**src/rtl/irb_pkg.sv**
```systemverilog
package irb_pkg;

  localparam int CMD_W     = 64;
  localparam int BYTE_W    = 8;
  localparam int SEL_W     = 3;
  localparam int GO_BIT    = 63;
  localparam int OPA_BIT   = 59;
  localparam int OPB_BIT   = 58;
  localparam int RD_BIT    = 56;
  localparam int SEL_LSB   = 32;

  localparam int OVR_SCL_BIT = 9;
  localparam int OVR_SDA_BIT = 8;
  localparam int OVR_IEN_BIT = 6;

  localparam logic [SEL_W-1:0] SEL_CLKHI   = 3'd0;
  localparam logic [SEL_W-1:0] SEL_DATA    = 3'd1;
  localparam logic [SEL_W-1:0] SEL_CTRL    = 3'd2;
  localparam logic [SEL_W-1:0] SEL_CLKSTAT = 3'd3;
  localparam logic [SEL_W-1:0] SEL_SRST    = 3'd7;

  typedef enum logic [2:0] {
    K_NONE,
    K_ENG_WR,
    K_ENG_RD,
    K_CLKHI_WR,
    K_CLKHI_RD,
    K_CLKCTL_WR,
    K_SRST
  } acc_kind_e;

endpackage

```
**src/rtl/irb_decode.sv**
```systemverilog
module irb_decode
  import irb_pkg::*;
(
  input  logic [1:0]       op,
  input  logic             rd,
  input  logic [SEL_W-1:0] sel,
  output acc_kind_e        kind
);

  logic ext_form;
  logic plain_form;

  always_comb begin
    ext_form   = (op == 2'b11);
    plain_form = (op == 2'b10) && (sel == SEL_CLKHI);
  end

  always_comb begin
    kind = K_NONE;
    if (ext_form) begin
      if (rd) begin
        if ((sel == SEL_DATA) || (sel == SEL_CTRL) || (sel == SEL_CLKSTAT))
          kind = K_ENG_RD;
      end else begin
        case (sel)
          SEL_DATA,
          SEL_CTRL:    kind = K_ENG_WR;
          SEL_CLKSTAT: kind = K_CLKCTL_WR;
          SEL_SRST:    kind = K_SRST;
          default:     kind = K_NONE;
        endcase
      end
    end else if (plain_form) begin
      kind = rd ? K_CLKHI_RD : K_CLKHI_WR;
    end
  end

endmodule

```
**src/rtl/irb_seq.sv**
```systemverilog
module irb_seq #(
  parameter int LAT = 2
) (
  input  logic clk,
  input  logic rst_n,
  input  logic start,
  output logic busy,
  output logic fire
);

  localparam int CW = $clog2(LAT + 1);
  localparam logic [CW-1:0] LAST = CW'(LAT - 1);

  typedef enum logic {S_IDLE, S_RUN} seq_st_e;

  seq_st_e        st_q, st_d;
  logic [CW-1:0]  cnt_q, cnt_d;
  logic           cnt_en;

  always_comb begin
    st_d   = st_q;
    cnt_d  = cnt_q;
    cnt_en = 1'b0;
    fire   = 1'b0;
    case (st_q)
      S_IDLE: begin
        if (start) begin
          st_d   = S_RUN;
          cnt_d  = '0;
          cnt_en = 1'b1;
        end
      end
      S_RUN: begin
        if (cnt_q == LAST) begin
          fire = 1'b1;
          st_d = S_IDLE;
        end else begin
          cnt_d  = cnt_q + CW'(1);
          cnt_en = 1'b1;
        end
      end
      default: st_d = S_IDLE;
    endcase
  end

  always_ff @(posedge clk or negedge rst_n) begin
    if (!rst_n) begin
      st_q <= S_IDLE;
    end else begin
      st_q <= st_d;
    end
  end

  always_ff @(posedge clk or negedge rst_n) begin
    if (!rst_n) begin
      cnt_q <= '0;
    end else if (cnt_en) begin
      cnt_q <= cnt_d;
    end
  end

  always_comb busy = (st_q == S_RUN);

endmodule

```
**src/rtl/irb_cfg.sv**
```systemverilog
module irb_cfg
  import irb_pkg::*;
#(
  parameter logic [BYTE_W-1:0] CLK_HI_RST  = 8'h18,
  parameter logic [BYTE_W-1:0] CLK_CTL_RST = 8'h10,
  parameter logic [BYTE_W-1:0] IDLE_CODE   = 8'hF8
) (
  input  logic              clk,
  input  logic              rst_n,
  input  logic              clkhi_we,
  input  logic              clkctl_we,
  input  logic [BYTE_W-1:0] wbyte,
  input  logic              ovr_we,
  input  logic              ovr_scl_in,
  input  logic              ovr_sda_in,
  input  logic              ovr_ien_in,
  input  logic [BYTE_W-1:0] stat_in,
  output logic [BYTE_W-1:0] clk_hi,
  output logic [BYTE_W-1:0] clk_ctl,
  output logic [CMD_W-1:0]  ovr_word,
  output logic              scl_ovr,
  output logic              sda_ovr,
  output logic              irq
);

  logic [BYTE_W-1:0] clk_hi_q, clk_ctl_q;
  logic [2:0]        ovr_q, ovr_d;

  always_comb ovr_d = {ovr_scl_in, ovr_sda_in, ovr_ien_in};

  always_ff @(posedge clk or negedge rst_n) begin
    if (!rst_n) begin
      clk_hi_q <= CLK_HI_RST;
    end else if (clkhi_we) begin
      clk_hi_q <= wbyte;
    end
  end

  always_ff @(posedge clk or negedge rst_n) begin
    if (!rst_n) begin
      clk_ctl_q <= CLK_CTL_RST;
    end else if (clkctl_we) begin
      clk_ctl_q <= wbyte;
    end
  end

  always_ff @(posedge clk or negedge rst_n) begin
    if (!rst_n) begin
      ovr_q <= '0;
    end else if (ovr_we) begin
      ovr_q <= ovr_d;
    end
  end

  always_comb begin
    ovr_word              = '0;
    ovr_word[OVR_SCL_BIT] = ovr_q[2];
    ovr_word[OVR_SDA_BIT] = ovr_q[1];
    ovr_word[OVR_IEN_BIT] = ovr_q[0];
    scl_ovr               = ovr_q[2];
    sda_ovr               = ovr_q[1];
    irq                   = ovr_q[0] && (stat_in != IDLE_CODE);
    clk_hi                = clk_hi_q;
    clk_ctl               = clk_ctl_q;
  end

endmodule

```
**src/rtl/irb_bridge.sv**
```systemverilog
module irb_bridge
  import irb_pkg::*;
#(
  parameter int                ACC_LAT     = 2,
  parameter logic [BYTE_W-1:0] CLK_HI_RST  = 8'h18,
  parameter logic [BYTE_W-1:0] CLK_CTL_RST = 8'h10,
  parameter logic [BYTE_W-1:0] IDLE_CODE   = 8'hF8
) (
  input  logic              clk,
  input  logic              rst_n,
  input  logic              host_we,
  input  logic              host_sel,
  input  logic [CMD_W-1:0]  host_wdata,
  output logic [CMD_W-1:0]  cmd_word,
  output logic [CMD_W-1:0]  ovr_word,
  output logic              irq,
  output logic              scl_ovr,
  output logic              sda_ovr,
  output logic              eng_wr,
  output logic              eng_rd,
  output logic              eng_srst,
  output logic [SEL_W-1:0]  eng_sel,
  output logic [BYTE_W-1:0] eng_wdata,
  input  logic [BYTE_W-1:0] eng_data_q,
  input  logic [BYTE_W-1:0] eng_ctl_q,
  input  logic [BYTE_W-1:0] eng_stat_q,
  output logic [BYTE_W-1:0] clk_hi,
  output logic [BYTE_W-1:0] clk_ctl
);

  // reset: asserted asynchronously, released on a clock edge
  logic [1:0] rs_q;
  logic       rst_i_n;

  always_ff @(posedge clk or negedge rst_n) begin
    if (!rst_n) begin
      rs_q <= 2'b00;
    end else begin
      rs_q <= {rs_q[0], 1'b1};
    end
  end

  always_comb rst_i_n = rs_q[1];

  // command word
  logic [CMD_W-1:0]  cmd_q, cmd_d;
  logic              cmd_en;
  logic              cmd_take;
  logic              start;
  logic              busy;
  logic              fire;
  acc_kind_e         kind;
  logic [BYTE_W-1:0] rd_byte;
  logic [SEL_W-1:0]  sel_f;
  logic [BYTE_W-1:0] byte_f;

  always_comb begin
    sel_f    = cmd_q[SEL_LSB +: SEL_W];
    byte_f   = cmd_q[BYTE_W-1:0];
    cmd_take = host_we && !host_sel && !cmd_q[GO_BIT];
    start    = cmd_take && host_wdata[GO_BIT];
  end

  irb_decode u_dec (
    .op   ({cmd_q[OPA_BIT], cmd_q[OPB_BIT]}),
    .rd   (cmd_q[RD_BIT]),
    .sel  (sel_f),
    .kind (kind)
  );

  irb_seq #(.LAT(ACC_LAT)) u_seq (
    .clk   (clk),
    .rst_n (rst_i_n),
    .start (start),
    .busy  (busy),
    .fire  (fire)
  );

  always_comb begin
    case (kind)
      K_ENG_RD: begin
        case (sel_f)
          SEL_DATA: rd_byte = eng_data_q;
          SEL_CTRL: rd_byte = eng_ctl_q;
          default:  rd_byte = eng_stat_q;
        endcase
      end
      K_CLKHI_RD: rd_byte = clk_hi;
      default:    rd_byte = '0;
    endcase
  end

  always_comb begin
    cmd_d  = cmd_q;
    cmd_en = 1'b0;
    if (fire) begin
      cmd_en        = 1'b1;
      cmd_d[GO_BIT] = 1'b0;
      if (cmd_q[RD_BIT])
        cmd_d[BYTE_W-1:0] = rd_byte;
    end else if (cmd_take) begin
      cmd_en = 1'b1;
      cmd_d  = host_wdata;
    end
  end

  always_ff @(posedge clk or negedge rst_i_n) begin
    if (!rst_i_n) begin
      cmd_q <= '0;
    end else if (cmd_en) begin
      cmd_q <= cmd_d;
    end
  end

  // engine strobes
  always_comb begin
    eng_wr    = fire && (kind == K_ENG_WR);
    eng_rd    = fire && (kind == K_ENG_RD);
    eng_srst  = fire && (kind == K_SRST);
    eng_sel   = sel_f;
    eng_wdata = byte_f;
    cmd_word  = cmd_q;
  end

  irb_cfg #(
    .CLK_HI_RST  (CLK_HI_RST),
    .CLK_CTL_RST (CLK_CTL_RST),
    .IDLE_CODE   (IDLE_CODE)
  ) u_cfg (
    .clk        (clk),
    .rst_n      (rst_i_n),
    .clkhi_we   (fire && (kind == K_CLKHI_WR)),
    .clkctl_we  (fire && (kind == K_CLKCTL_WR)),
    .wbyte      (byte_f),
    .ovr_we     (host_we && host_sel),
    .ovr_scl_in (host_wdata[OVR_SCL_BIT]),
    .ovr_sda_in (host_wdata[OVR_SDA_BIT]),
    .ovr_ien_in (host_wdata[OVR_IEN_BIT]),
    .stat_in    (eng_stat_q),
    .clk_hi     (clk_hi),
    .clk_ctl    (clk_ctl),
    .ovr_word   (ovr_word),
    .scl_ovr    (scl_ovr),
    .sda_ovr    (sda_ovr),
    .irq        (irq)
  );

endmodule

```
**config.mk**
```make
export PLATFORM = sky130hd
export DESIGN_NAME = irb_bridge
export DESIGN_NICKNAME = d
export VERILOG_FILES = /design/src/rtl/irb_pkg.sv /design/src/rtl/irb_decode.sv /design/src/rtl/irb_seq.sv /design/src/rtl/irb_cfg.sv /design/src/rtl/irb_bridge.sv
export SDC_FILE = /design/constraint.sdc
export NUM_CORES = 1
export LEC_CHECK = 0
export BUFFER_PORTS_ARGS = -buffer_cell sky130_fd_sc_hd__buf_2
export CAP_MARGIN = 20
export CORE_ASPECT_RATIO = 1.4
export CORE_MARGIN = 2
export CORE_UTILIZATION = 44
export CTS_CLUSTER_DIAMETER = 60
export DETAILED_ROUTE_END_ITERATION = 8
export GPL_ROUTABILITY_DRIVEN = 0
export PLACE_DENSITY = 0.81
export SYNTH_ARGS = -nofsm -noshare
export SYNTH_HDL_FRONTEND = slang
export SYNTH_SLANG_ARGS = --single-unit
```
**constraint.sdc**
```tcl
create_clock -name clk -period 2.9 [get_ports clk]
set_input_delay 0.435 -clock clk [delete_from_list [all_inputs] [get_ports clk]]
set_output_delay 0.435 -clock clk [all_outputs]
set_load 0.03 [all_outputs]
```
# After elaboration in Yosys (flattened, before gate mapping)
# Index checks and enable logic that the tools add are counted.
# word_totals
regBits	88
input_bits	92
# classes
add_sub_neg	1
n_eq_ne	17
mux	22
bitwise	2
reduce_logical	22
# ops
op	n
$mux 64	1
$pmux 8 s2	2
$mux 8	2
$eq 3x2->1 const B	4
$eq 3x3->1 const B	4
$mux 3	4
$logic_and 1x1->1	11
$pmux 3 s3	1
$reduce_and 3->1	3
$ne 8x8->1 const B	1
$mux 1	7
$eq 3x1->1 const B	2
$mux 2	3
$ne 2x2->1 const B	3
$eq 2x2->1 const B	2
$pmux 2 s2	1
$logic_not 3->1	1
$add 2x1->2 const B	1
$eq 2x1->1 const B	1
$logic_not 1->1	2
$logic_or 1x1->1	2
$not 1->1	2
$pmux 1 s2	1
$reduce_and 2->1	1
2 further kinds	2

# Logic depth before layout (Yosys ltp)
# Gate-level depths: netlist of run 1.
# logic_depth
word_depth	10
ltp_mapped	8
ltp_nobuf	6

# Modules after synthesis
# From an unflattened synthesis of run 1, not the netlist that was laid out.
# unflattened
cells_unflattened	355
hier_area_um2	4703.3
# by_module_without_submodules
module	n_inst	cells_each	area_each_um2	seq_area_each_um2
irb_bridge	1	222	3264.4	1651.6
irb_cfg	1	107	1203.7	479.2
irb_seq	1	14	152.6	75.1
irb_decode	1	12	82.6	0.0

# Worst setup path before layout of run 1
# OpenSTA, ideal clock, no wires.
# synth_timing
path_type	flip-flop to output port
from	register cmd_q[34] (netlist: cmd_word[34])
to	output port eng_srst
arrival_ns	2.045
required_time_ns	2.465
setup_slack_ns	0.420
path_stages_with_launch	4
path_cell_list	dfrtp_1 > clkbuf_1 > inv_1 > nor4_1
# synth_via
elab_chain_cells	8
word_cells_on_any_way	16
# synth_lines
item	line_no	source
start, declared	irb_bridge.sv:46	logic [CMD_W-1:0] cmd_q, cmd_d;
start signal, assigned	irb_bridge.sv:111	cmd_q <= cmd_d;
branches (longest 5 deep; another with $eq 3x2->1)	--	
$mux 3 *	irb_decode.sv:20	if (ext_form) begin
$eq 3x3->1 *	irb_bridge.sv:119	eng_srst = fire && (kind == K_SRST);
$logic_and 1x1->1 *	irb_bridge.sv:119	
end, declared	irb_bridge.sv:21	output logic eng_srst,
# Every way passes the cells marked *.

# Worst setup path in the final report of run 1
# layout_timing
from	register cmd_q[33] (netlist: cmd_word[33])
to	output port eng_wr
# layout_via
elab_chain_cells	8
word_cells_on_any_way	16
# layout_lines
item	line_no	source
branches (longest 5 deep; another with $eq 3x2->1)	--	
$mux 3 *	irb_decode.sv:20	
$eq 3x1->1 *	irb_bridge.sv:117	eng_wr = fire && (kind == K_ENG_WR);
$logic_and 1x1->1 *	irb_bridge.sv:117	
end, declared	irb_bridge.sv:19	output logic eng_wr,
# Marked as above.

==> summary.txt, run 1 <==
STA
  • Fmax: between 0.4 and 0.5 GHz
  • Final period util: 82.6%
  • Setup TNS: 0 ns
  • Setup slack after layout: 0.504 ns
  • Final Hold Viols: 0
  • Slew margin rel.: 55.4%
  • Fin. max-slew vios: 0
  • Worst Skew: between 0.009 and 0.01 ns
  • Final setup violation count: 0
  • Measured slew at the worst slew-check pin: 0.664 ns
  • RSZ-0062 raised after global routing: false
  • Tmin final: 2.40 ns

Critical path
  • Crit-path max cell delay: about 0.48 ns
  • Buf+Inv Stages, Crit Path: 1
  • Critical Path Sink Type: output pin
  • Critical Path Source Type: register
  • Crit Path Category: reg2out
  • CP max stage cell: dfrtp_1
  • Arr. time, crit path: ~2.0 ns
  • Worst Path Max Fanout: 9
  • CP Cell Sequence: nand2b_1 -> a21oi_2 -> and3_1 -> buf_2
  • Req. time, crit path: 2.47 ns
  • Cell family with most CP delay: simple AND/OR/NAND/NOR gates

Yosys
  • Yosys Warn Count: 0
  • Synthesized area: approximately 0.0043 mm2
  • Mapped Cells: 441
  • Post-synthesis cell type count: 33
  • Share of the synthesized area in the top cell type: between 40% and 50%
  • Leading area contributor after synthesis: dfrtp_1
  • Predominant post-synthesis flop cell: dfrtp_1
  • Synth area leaders: dfrtp_1 50%, nand2_1 15%, buf_4 13%
  • EDFF count, synth: 0
  • Yosys reg bits: 88
  • Post-synthesis sequential area ratio: 51.7%
  • Async SR Flop Fraction: 100%
  • Synth Area per Inst: 9.67 um2

Global route
  • Grt peak-use layer: met2
  • Routing usage on met1: 21.1%
  • Total GRT Usage: about a fifth
  • Met3 Track Usage GR: 4.91%
  • Largest net degree at the start of global routing: 87
  • Grt total ovfl: 0
  • First-pass GRT wire length: 16400 um
  • Number of global-route vias before repair: 3419
  • Met2 usage: 37.8%
  • Initial antenna violation count: 1

Clock tree
  • Root buf cell: clkbuf_16
  • Clock Pin Slew Worst Setup and Hold Paths: 0.06 ns
  • CTS tree: yes
  • Clock Latency Late Sink: 0.33 ns
  • Post-CTS Repair Setup Buffers: 0
  • Htree depth: 3
  • Cts repair resizes: 0
  • Num CTS Buffers: 9
  • Clock sink count: 88
  • CTS Buffer Depth: 2

Drt
  • Routed vias: approximately 3500
  • DRC Markers: 0
  • Post-Route WL: 10600 um
  • Wire per inst: about 15 um
  • ANT nets after route: 0
  • 1st-iter DRT viols: about 140
  • DRT Pass-1 Iters: 4
  • Vias per cell: ~4.8

Power
  • Clock group share of total power: roughly a fifth
  • Max VDD drop: 0.532 mV
  • Switching share of power: about 47%
  • Sw power: 3.01 mW
  • Combinational share of power: 45.9%
  • Lkg Pwr: about 3 nW
  • Sequential share of power: 34.6%
  • PD cells: 1210 mW/mm2
  • Internal power: 3.47 mW

Floorplanning
  • Die outline width: 87.2 um
  • Initial Util: a little under half
  • Row cnt: 42
  • Die Footprint: ~0.011 mm2
  • Top Ports: 253
  • Core Box Area: 0.00946 mm2
  • Die Y: 120 um

Flow run
  • MaxCap Viol Count: 0

Placed design
  • PortBufs: 191
  • Dpl ws: between 0.8 and 0.9 ns
  • Dpl hpwl: about 8000 um

Outcome
  • Status: completed

Layout
  • Nets: between 700 and 800
  • Layout Area Growth over Synthesis: 25.5%
  • Share of cells above drive strength 1: 38.9%
  • Post-layout util: 56.6%
  • Antenna cells: 0
  • Most common cell after layout, fill and taps aside: buf_2
  • Most frequent cells in the layout: 191 x buf_2, 169 x nand2_1, 84 x dfrtp_1, 62 x conb_1, 19 x mux2_2

Min path
  • Hold crit path type: reg2async
flip-flops by register name, indices dropped and copies added, names as in the netlist:
signal,count
u_cfg.clk_ctl,8
rs_q,2
u_seq.cnt_q,2
u_cfg.clk_hi,8
u_seq.busy,1
u_cfg.ovr_q,3
cmd_word,64
metrics by stage:
step	area [um2]	hold WS [ns]	total power, mW	std cells
floorplan	4490	0.139	4.47	501
global placement	4980	0.220	5.15	711
detailed placement	4980	0.222	5.25	711
CTS	5320	0.274	6.55	728
global route	5350	0.198	6.88	729
finish	5350	0.185	6.48	729
final cells by class:
| cell class | instances | area (um2) |
|---|---|---|
| well taps | 110 | 138 |
| repair buffers | 195 | 1020 |
| inverters | 4 | 15.0 |
| clock buffers | 12 | 236 |
| flip-flops and latches | 88 | 2210 |
| multi-input cells | 316 | 1640 |
| clock inverters | 4 | 95.1 |
| fillers | 832 | 4110 |
repair_timing:
action                                  CTS  global route
hold endpoints to repair                  2             0
hold buffers                              1             0
endpoints found under the setup margin    0             0
worst paths after layout:
path / from / to / slack (ns) / cells after the start
max: cmd_word[33]$_DFFE_PN0P_ / eng_wr / 0.50 / 4
min: rs_q[1]$_DFF_PN0_ / cmd_word[50]$_DFFE_PN0P_ / 0.18 / 0
max reg2reg: u_seq.cnt_q[1]$_DFFE_PN0P_ / u_cfg.clk_ctl[5]$_DFFE_PN0P_ / 0.86 / 5
min reg2reg: rs_q[1]$_DFF_PN0_ / cmd_word[50]$_DFFE_PN0P_ / 0.18 / 0
max in group asynchronous: rs_q[1]$_DFF_PN0_ / u_cfg.clk_ctl[4]$_DFFE_PN1P_ / 2.06 / 1
min in group clk: host_wdata[40] / cmd_word[40]$_DFFE_PN0P_ / 0.29 / 3
power groups by stage:
stage	Sequential, mW	Combinational, mW	Clock (mW)
after floorplan	3.19	1.28	0
after global placement	2.24	2.91	0
after detailed placement	2.27	2.98	0
after CTS	2.26	2.98	1.31
after global routing	2.32	3.19	1.37
final	2.24	2.97	1.27
cell families (layout without fill, tap and decap cells):
group / after synthesis / after routing / share of synthesized area (%)
buffers and inverters: 97 / 215 / 15.3
AND/OR/NAND/NOR: 195 / 195 / 20.2
adder cells (fa/ha/maj): 1 / 1 / 0.293
multiplexers: 20 / 20 / 5.25
other: 2 / 62 / 0.176
flip-flops: 88 / 88 / 51.7
AO/OA/AOI/OAI: 38 / 38 / 6.98
synthesized netlist by cell type (all sizes together), types with 2 or more instances:
| cell | count |
|---|---|
| a2bb2oi | 8 |
| dfstp | 3 |
| o21ai | 3 |
| nand3 | 2 |
| clkbuf | 6 |
| o221ai | 8 |
| mux2 | 19 |
| o22a | 8 |
| inv | 4 |
| dfrtp | 85 |
| nand2b | 2 |
| buf | 87 |
| o22ai | 9 |
| nor2 | 2 |
| nor4 | 3 |
| and3 | 10 |
| conb | 2 |
| nand2 | 169 |
metal layers:
metal / share of wire [%] / up-vias / routed length (um)
met2: 55 / 175 / 5840
met1: 36 / 1660 / 3850
li1: - / 1653 / -
met5: 0.12 / - / 13
met3: 7.0 / 18 / 745
met4: 1.8 / 2 / 190
No activity file was read; power rests on OpenSTA's default activity.
==> run 2, diff against run 1 <==
ABC_AREA = 1   (was not set)
CORE_UTILIZATION = 40   (was 44)
PLACE_DENSITY = 0.77   (was 0.81)
clock period = 2.15 ns   (was 2.9 ns; I/O delays follow)
==> run 2 against run 1 <==
  * Flip-flop and latch count did not move
  * Synthesized cell count is 22% higher
  * Global-route usage shrank 0.67 points
  * Core utilization shrank 4.9 points
  * Critical endpoint is now eng_srst
  * Clock-buffer cell count is 1 lower
  * First-iteration DRC count down 24%
==> summary.txt, run 2 <==
STA
  • Final setup violation count: 0
  • RSZ-0062 raised after global routing: false
  • Fin. max-slew vios: 0
  • Fmax: 0.493 GHz
  • Final period util: a little over nine tenths
  • Slew margin rel.: 56.6%
  • Tmin final: 2.03 ns
  • Setup TNS: 0 ns
  • Final Hold Viols: 0
  • Worst Skew: roughly 0.0057 ns
  • Measured slew at the worst slew-check pin: 0.652 ns
  • Setup slack after layout: roughly 0.12 ns

Layout
  • Post-layout util: 51.6%
  • Final design area excluding fillers: 0.00561 mm2
  • Layout Area Growth over Synthesis: 25.5%
  • Most common cell after layout, fill and taps aside: nand2_1
  • Most frequent cells in the layout: 244 x nand2_1, 190 x buf_2, 81 x dfrtp_1, 62 x conb_1, 27 x nand3_1
  • Filler cells: approximately 1100
  • Share of cells above drive strength 1: between 30% and 40%
  • Antenna cells: 0
  • Largest register FFs: 64
  • Nets: about 820

Floorplanning
  • Initial Util: 41.2%
  • Top Ports: around 250
  • Die Footprint: about 0.012 mm2
  • Die Y: 129 um
  • Core Box Area: 0.0109 mm2
  • Die outline width: 93.4 um
  • Row cnt: 45

Drt
  • Vias per cell: 4.49
  • ANT nets after route: 0
  • DRC Markers: 0
  • Wire per inst: 13.6 um
  • DRT Pass-1 Iters: 4
  • 1st-iter DRT viols: a little over 100
  • Routed vias: just under 4000
  • Post-Route WL: approximately 12000 um

Yosys
  • Post-synthesis sequential area ratio: 49.3%
  • Synth area leaders: dfrtp_1 48%, nand2_1 20%, buf_4 13%
  • Synth Area per Inst: slightly above 8 um2
  • Synthesized area: approximately 0.0045 mm2
  • Commonest cells in the netlist: 244 x nand2_1, 85 x dfrtp_1, 75 x buf_4
  • Predominant post-synthesis flop cell: dfrtp_1
  • Async SR Flop Fraction: between 90% and 100%
  • Mapped Cells: 539
  • Share of the synthesized area in the top cell type: a little under half
  • Top-count cell post-synth: nand2_1
  • EDFF count, synth: 0
  • Leading area contributor after synthesis: dfrtp_1
  • Yosys Warn Count: 0
  • Post-synthesis cell type count: 30
  • Yosys reg bits: between 80 and 90

Global route
  • Number of global-route vias before repair: 3711
  • Total GRT Usage: 19.6%
  • Initial antenna violation count: 0
  • Grt total ovfl: 0
  • First-pass GRT wire length: 18200 um
  • Largest net degree at the start of global routing: 56

Critical path
  • Buf+Inv Stages, Crit Path: 2
  • CP Cell Sequence: nor2_4 -> nand4_4 -> nand2_4 -> inv_1 -> nor3_2 -> buf_4
  • Critical Path Sink Type: output pin
  • Arr. time, crit path: 1.70 ns
  • Crit-path max cell delay: between 0.5 and 0.6 ns
  • Critical Path Source Type: register
  • CP max stage cell: dfrtp_2
  • Cell family with most CP delay: simple AND/OR/NAND/NOR gates
  • Worst Path Max Fanout: 9
  • Req. time, crit path: 1.83 ns
  • Crit Path Category: reg2out

Clock tree
  • CTS Buffer Depth: 2
  • Root buf cell: clkbuf_16
  • Htree depth: 3
  • Clock Latency Late Sink: around 0.33 ns
  • Clock sink count: 88
  • CTS tree: yes
  • Clock Pin Slew Worst Setup and Hold Paths: 0.06 ns
  • Num CTS Buffers: 9

Outcome
  • Status: completed

Placed design
  • Dpl ws: approximately 0.27 ns
  • Dpl hpwl: ~9000 um
  • Cell area after placement: 0.00522 mm2
  • PortBufs: 191

Min path
  • Hold crit path type: reg2async

Power
  • PD cells: between 1000 and 1500 mW/mm2
  • Max VDD drop: 0.697 mV
  • Lkg Pwr: 3.25 nW

Flow run
  • MaxCap Viol Count: 0
-- run 2: changes by cell type after synthesis, moves of 9 or more --
cell | before | now
nand2_1 | 169 | 244
nand3_1 | 1 | 28
mux2_2 | 19 | 0
inv_1 | 4 | 18
o21ai_1 | 0 | 11
and3_1 | 10 | 0
buf_2 | 4 | 13
-- run 2: final cells by class --
| cell class | count | area (um2) | area share, % |
|---|---|---|---|
| clock buffers | 11 | 253 | 4.50 |
| clock inverters | 5 | 41.3 | 0.736 |
| inverters | 26 | 103 | 1.83 |
| multi-input cells | 392 | 1740 | 31.0 |
| flip-flops and latches | 88 | 2210 | 39.4 |
| well taps | 141 | 176 | 3.14 |
| repair buffers | 206 | 1090 | 19.4 |
-- run 2: routing by layer --
layer | track usage [%] | up-vias | wire [um]
met3 | 5.35 | 20 | 861
met2 | 37.6 | 182 | 6480
met5 | 0 | - | 0
met1 | 21.0 | 1804 | 4290
met4 | 4.84 | 0 | 177
li1 | - | 1898 | -
-- run 2: path summary, 6_finish.rpt --
| kind | start | endpoint | slack (ns) | depth (start not counted) |
|---|---|---|---|---|
| setup / recovery | cmd_word[33]$_DFFE_PN0P_ | eng_srst | 0.12 | 6 |
| hold / removal | rs_q[1]$_DFF_PN0_ | cmd_word[41]$_DFFE_PN0P_ | 0.11 | 0 |
| setup reg to reg | u_seq.cnt_q[0]$_DFFE_PN0P_ | cmd_word[3]$_DFFE_PN0P_ | 0.33 | 6 |
| hold reg to reg | rs_q[1]$_DFF_PN0_ | cmd_word[41]$_DFFE_PN0P_ | 0.11 | 0 |
| max in group asynchronous | rs_q[1]$_DFF_PN0_ | cmd_word[33]$_DFFE_PN0P_ | 1.34 | 1 |
| min in group clk | host_wdata[35] | cmd_word[35]$_DFFE_PN0P_ | 0.18 | 3 |
-- run 2: repair_timing --
item,4_1_cts,5_1_grt
pin swaps,0,1
setup endpoints to repair,3,3
endpoints found under the hold margin,2,0
buffers inserted,0,9
hold buffers,1,0
cloned,0,0
resized for setup,3,5
-- run 2: logic make-up after synthesis --
family                     synth area share, %
and+or+nand+nor                           28.6
buffers and inverters                     17.1
DFF                                       49.3
AOI/OAI and AO/OA                         4.53
other                                    0.168
adders and majority gates                0.280
-- run 2: report_power, final --
group | leakage (nW) | internal, mW | switching [mW]
logic | 2.02 | 1.13 | 2.95
clock network | 0.138 | 0.852 | 0.637
registers | 1.10 | 2.30 | 0.479
-- run 2: through the flow --
step                instances  hold slack, ns  power (mW)
detailed placement        843           0.105        6.74
floorplan                 599          0.0269        5.80
CTS                       860           0.110        8.29
finish                    869           0.108        8.35
global route              869           0.116        8.89
global placement          843           0.104        6.67
